===== src/rtl/psw_pkg.sv =====
package psw_pkg;

  // Controller phase: waiting for the first load after reset, or dividing.
  typedef enum logic {
    PSW_HOLD = 1'b0,
    PSW_RUN  = 1'b1
  } psw_phase_e;

  // Flops in the reset release synchroniser.
  localparam int PSW_SYNC_STAGES = 2;

endpackage


===== src/rtl/psw_rst_sync.sv =====
module psw_rst_sync #(
  parameter int STAGES = 2
) (
  input  logic clk,
  input  logic rst_n,
  output logic rst_sn
);

  logic [STAGES-1:0] sync_q;
  logic [STAGES-1:0] sync_d;

  always_comb begin
    sync_d = {sync_q[STAGES-2:0], 1'b1};
  end

  always_ff @(posedge clk or negedge rst_n) begin
    if (!rst_n) begin
      sync_q <= '0;
    end else begin
      sync_q <= sync_d;
    end
  end

  assign rst_sn = sync_q[STAGES-1];

endmodule


===== src/rtl/psw_word_pick.sv =====
module psw_word_pick #(
  parameter int MAIN_W = 11,
  parameter int SWAL_W = 7
) (
  input  logic [MAIN_W+SWAL_W-1:0] rx_word,
  input  logic [MAIN_W+SWAL_W-1:0] tx_word,
  input  logic                     sel_tx,
  input  logic                     force_rx,
  output logic [MAIN_W-1:0]        main_eff,
  output logic [SWAL_W-1:0]        swal_eff
);

  localparam int WORD_W = MAIN_W + SWAL_W;
  localparam int NWORDS = 2;

  logic [WORD_W-1:0] word_arr [NWORDS];
  logic [MAIN_W-1:0] main_f   [NWORDS];
  logic [SWAL_W-1:0] swal_f   [NWORDS];
  logic              pick_tx;
  logic [MAIN_W-1:0] main_raw;
  logic [SWAL_W-1:0] swal_raw;

  assign word_arr[0] = rx_word;
  assign word_arr[1] = tx_word;

  for (genvar gi = 0; gi < NWORDS; gi++) begin : g_unpack
    assign swal_f[gi] = word_arr[gi][SWAL_W-1:0];
    assign main_f[gi] = word_arr[gi][WORD_W-1:SWAL_W];
  end

  always_comb begin
    pick_tx  = sel_tx && !force_rx;
    main_raw = pick_tx ? main_f[1] : main_f[0];
    swal_raw = pick_tx ? swal_f[1] : swal_f[0];
    main_eff = (main_raw == '0) ? MAIN_W'(1) : main_raw;
  end

  // Clamp A to M, compared at the wider of the two field widths.
  if (MAIN_W >= SWAL_W) begin : g_cmp_main
    logic [MAIN_W-1:0] swal_ext;
    always_comb begin
      swal_ext = MAIN_W'(swal_raw);
      swal_eff = (swal_ext > main_eff) ? SWAL_W'(main_eff) : swal_raw;
    end
  end else begin : g_cmp_swal
    logic [SWAL_W-1:0] main_ext;
    always_comb begin
      main_ext = SWAL_W'(main_eff);
      swal_eff = (swal_raw > main_ext) ? main_ext : swal_raw;
    end
  end

endmodule


===== src/rtl/psw_count_core.sv =====
module psw_count_core
  import psw_pkg::*;
#(
  parameter int MAIN_W = 11,
  parameter int SWAL_W = 7
) (
  input  logic              clk,
  input  logic              rst_sn,
  input  logic [MAIN_W-1:0] main_ld,
  input  logic [SWAL_W-1:0] swal_ld,
  output logic              use_rx,
  output logic              running,
  output logic [MAIN_W-1:0] main_cnt,
  output logic [SWAL_W-1:0] swal_cnt,
  output logic              mod_hi,
  output logic              div_pulse
);

  psw_phase_e        phase_q, phase_d;
  logic [MAIN_W-1:0] main_q, main_d;
  logic [SWAL_W-1:0] swal_q, swal_d;
  logic              term_hit;
  logic              reload;
  logic              main_en;
  logic              swal_en;

  // Next-state logic
  always_comb begin
    term_hit = (phase_q == PSW_RUN) && (main_q == '0);
    reload   = (phase_q == PSW_HOLD) || term_hit;
    main_en  = (phase_q == PSW_RUN) || reload;
    swal_en  = reload || (swal_q != '0);
    phase_d  = PSW_RUN;
    if (reload) begin
      main_d = main_ld - 1'b1;
      swal_d = swal_ld;
    end else begin
      main_d = main_q - 1'b1;
      swal_d = swal_q - 1'b1;
    end
  end

  // Registers
  always_ff @(posedge clk or negedge rst_sn) begin
    if (!rst_sn) begin
      phase_q <= PSW_HOLD;
    end else begin
      phase_q <= phase_d;
    end
  end

  always_ff @(posedge clk or negedge rst_sn) begin
    if (!rst_sn) begin
      main_q <= '0;
    end else if (main_en) begin
      main_q <= main_d;
    end
  end

  always_ff @(posedge clk or negedge rst_sn) begin
    if (!rst_sn) begin
      swal_q <= '0;
    end else if (swal_en) begin
      swal_q <= swal_d;
    end
  end

  // Output decode
  always_comb begin
    use_rx    = (phase_q == PSW_HOLD);
    running   = (phase_q == PSW_RUN);
    mod_hi    = (phase_q == PSW_RUN) && (swal_q != '0);
    div_pulse = term_hit;
    main_cnt  = main_q;
    swal_cnt  = swal_q;
  end

endmodule


===== src/rtl/psw_divider_ctrl.sv =====
module psw_divider_ctrl
  import psw_pkg::*;
#(
  parameter int MAIN_W = 11,
  parameter int SWAL_W = 7
) (
  input  logic                     presc_clk,
  input  logic                     rst_n,
  input  logic [MAIN_W+SWAL_W-1:0] rx_word,
  input  logic [MAIN_W+SWAL_W-1:0] tx_word,
  input  logic                     sel_tx,
  output logic                     mod_hi,
  output logic                     div_pulse
);

  logic              rst_sn;
  logic              use_rx;
  logic              running;
  logic [MAIN_W-1:0] main_eff;
  logic [SWAL_W-1:0] swal_eff;
  logic [MAIN_W-1:0] main_cnt;
  logic [SWAL_W-1:0] swal_cnt;

  psw_rst_sync #(
    .STAGES (PSW_SYNC_STAGES)
  ) rst_sync_i (
    .clk    (presc_clk),
    .rst_n  (rst_n),
    .rst_sn (rst_sn)
  );

  psw_word_pick #(
    .MAIN_W (MAIN_W),
    .SWAL_W (SWAL_W)
  ) pick_i (
    .rx_word  (rx_word),
    .tx_word  (tx_word),
    .sel_tx   (sel_tx),
    .force_rx (use_rx),
    .main_eff (main_eff),
    .swal_eff (swal_eff)
  );

  psw_count_core #(
    .MAIN_W (MAIN_W),
    .SWAL_W (SWAL_W)
  ) core_i (
    .clk       (presc_clk),
    .rst_sn    (rst_sn),
    .main_ld   (main_eff),
    .swal_ld   (swal_eff),
    .use_rx    (use_rx),
    .running   (running),
    .main_cnt  (main_cnt),
    .swal_cnt  (swal_cnt),
    .mod_hi    (mod_hi),
    .div_pulse (div_pulse)
  );

endmodule


===== config.mk =====
export PLATFORM = sky130hd
export DESIGN_NAME = psw_divider_ctrl
export DESIGN_NICKNAME = d
export VERILOG_FILES = /design/src/rtl/psw_pkg.sv /design/src/rtl/psw_rst_sync.sv /design/src/rtl/psw_word_pick.sv /design/src/rtl/psw_count_core.sv /design/src/rtl/psw_divider_ctrl.sv
export SDC_FILE = /design/constraint.sdc
export NUM_CORES = 1
export LEC_CHECK = 0
export BUFFER_PORTS_ARGS = -buffer_cell sky130_fd_sc_hd__buf_4
export CORE_ASPECT_RATIO = 1.5
export CORE_MARGIN = 2
export CORE_UTILIZATION = 54
export DETAILED_ROUTE_END_ITERATION = 16
export PLACE_DENSITY_LB_ADDON = 0.05
export SKIP_CTS_REPAIR_TIMING = 1
export SYNTH_ARGS = -nofsm -noshare
export SYNTH_HDL_FRONTEND = slang
export SYNTH_HIERARCHICAL = 1
export SYNTH_SLANG_ARGS = --single-unit

===== constraint.sdc =====
create_clock -name presc_clk -period 1.7 [get_ports presc_clk]
set_clock_uncertainty 0.05 [all_clocks]
set_input_delay 0.34 -clock presc_clk [delete_from_list [all_inputs] [get_ports presc_clk]]
set_output_delay 0.34 -clock presc_clk [all_outputs]
set_load 0.01 [all_outputs]

==> metrics.txt <==
final hold viol count 0; setup violators final 20; yosys warns 6; Final Core Density approximately 91%; Worst setup SP type flop; antenna viol nets, final 0; Post-synth top flop dfrtp_1; mapped cell area 1740 µm²; largest net degree at the start of global routing 20; drt first-iter violations 51; CTS clk-pin slew, worst paths 0.08 ns; CP max FO 8; Clock Latency Late Sink ~0.26 ns; Hold Path Class reg -> async; final slew viol count 0; Detailed Routing Iterations Pass 1 4; most frequent cells after synthesis 21 x dfrtp_1, 16 x mux2_2, 14 x mux2i_1, 12 x nand2_1; DR vias/cell 6.04; Power Total 2.06 mW; post-synthesis sequential area ratio 30.3%; Worst Path Required roughly 1.8 ns; Area Overhead vs Synth 63.8%; CTS tree built; DIE WIDTH 50.3 µm; setup TNS -15.04 ns; failing checks setup timing; syn nets about 230; max cap viols 0; clk root buf clkbuf_8; Critical Path End Type flop; Starting Density between 50 and 60%; Worst EP arrival 2.88 ns; Max Buffers Root-to-Sink 2; crit-path cells inv_4 > nand2b_4 > buf_4 > mux2i_4 > inv_1 > or4_4 > a22oi_2 > nand3b_1 > xor2_1 > mux2i_1; H-Tree Depth 1; via count slightly below 2000; Hold WS approximately 0.16 ns; largest stage delay on the critical path 0.54 ns; status finished, violations left; synthesized instance count between 150 and 200; top-count cell post-synth dfrtp_1; Post-synth EDFFs 0; Remaining DRCs 0; Pleak between 1 and 1.5 nW; design area about 2800 µm²; Crit Path Category reg -> reg; top-area cell type share of the netlist area 30.3%; top cells by area, synth dfrtp_1 30%, mux2_2 10%, mux2i_1 8.1%; post-synth top area cell dfrtp_1; # diodes 0; Avg Synthesized Cell Area between 9 and 10 µm²; min Tclk post-route 2.76 ns; routed wire length around 6200 µm; Yosys reg bits 21; placeable core area around 3100 µm²; grt total ovfl 0; P per Cell Area 724 nW/µm²; upper clock frequency limit roughly 360 MHz; FP Rows 25; slowest CP cell or4_4; CP Launch Point core_i/running; nets between 300 and 400; vias in the first global route around 1900; share of post-route cells with drive strength above 1 a little under three fifths; # IOs 41; Worst IR Drop VDD 0.000554 V; cell family with most CP delay simple AND/OR/NAND/NOR gates; pre-CTS setup slack -1.10 ns; post-DR wirelength/cell around 20 µm; Yosys cell types 40; final non-filler cell total 319; RSZ-0062 raised after global routing yes; placed wire-length estimate about 3900 µm; die outline area between 3000 and 4000 µm²; Cell Area, Placed 2560 µm²; GP Congestion roughly 0.89; TritonCTS buffer count 3; CP bufs+invs 3; reg2reg start core_i/running; first-pass GRT wire length ~7700 µm; Total GRT Usage 26.9%; Die Height 73.5 µm; dpl cells between 300 and 400; initial antenna violation count 0; setup slack after layout -1.06 ns; # port buffers 40; crit share post-route 162%; Post-synth ARST share between 90% and 100%; CTS sink cnt 21
[flip-flops by register name (all words and copies together) (netlist names)]
signal and count:
core_i/main_cnt 11, core_i/swal_cnt 7, rst_sync_i/sync_q 2, core_i/running 1
[per-layer routing]
metal | vias to the layer above | track usage, % | wire length, µm
met5 | - | 0 | 0
met3 | 34 | 2.44 | 287
met1 | 926 | 27.5 | 2300
met4 | 0 | 13.5 | 304
li1 | 868 | - | -
met2 | 99 | 52.9 | 3330
[worst register-to-register path, delay by kind of cell, from the launching register on]
kind	cells	cell delay [ns]
and+or+nand+nor	3	0.91
muxes	2	0.48
DFF	1	0.42
buffers and inverters	3	0.33
AOI/OAI and AO/OA	1	0.31
xor gates and xnor gates	1	0.17
[layout by cell type, fill, tap and decap left out, types with 2 or more instances in the layout]
cell / instances
a22oi_1: 4
dfrtp_1: 21
ha_1: 4
mux2i_1: 8
nand2b_4: 2
xor2_1: 7
mux2i_4: 3
inv_1: 7
nand2_1: 10
buf_4: 89
nand3_1: 3
xnor2_1: 6
nand2_2: 2
mux2i_2: 3
nor4_4: 2
nor2_1: 8
buf_6: 5
or3_1: 2
mux2_4: 12
a22oi_2: 4
o21ai_0: 2
nand3b_1: 3
a21oi_2: 3
nor4_1: 3
nand4_1: 2
inv_2: 2
and3b_1: 2
o31ai_1: 3
ha_4: 5
a21oi_1: 5
nor3_1: 7
or4_4: 3
clkbuf_8: 3
o21ai_1: 5
conb_1: 2
mux2_2: 4
[power breakdown]
group | switching (mW) | internal, mW
Sequential | 0.0843 | 0.600
Combinational | 0.491 | 0.555
Clock | 0.166 | 0.163
Total | 0.741 | 1.32
[cell type report]
cell class	instances	area [µm²]
clock inverters	1	5.00
clock buffers	3	41.3
fillers	131	283
flip-flops and latches	21	526
well taps	40	50.0
inverters	10	40.0
multi-input cells	148	1430
repair buffers	96	754
[final timing paths]
| path | to | slack (ns) | cells past startpoint |
|---|---|---|---|
| worst max register to register | core_i/main_cnt[7] | -1.06 | 10 |
| max in group asynchronous | rst_sync_i/sync_q[1] | 1.16 | 2 |
| min in group presc_clk | rst_sync_i/sync_q[1] | 0.32 | 0 |
| worst max-delay path | core_i/main_cnt[7] | -1.06 | 10 |
| worst min register to register | core_i/main_cnt[7] | 0.16 | 1 |
| worst min-delay path | core_i/main_cnt[7] | 0.16 | 1 |
[cells by family (layout without fill, tap and decap cells)]
kind of cell             count (synthesis)  in the layout  share of synthesized area [%]
adder cells (fa/ha/maj)                 10             10                           7.20
buffers and inverters                   17            110                           4.11
XOR/XNOR                                14             14                           7.06
AO/OA/AOI/OAI                           36             36                           15.4
flip-flops                              21             21                           30.3
AND/OR/NAND/NOR                         55             56                           17.1
multiplexers                            30             30                           18.4
other                                    2              2                          0.432
No activity file was read; power rests on OpenSTA's default activity.
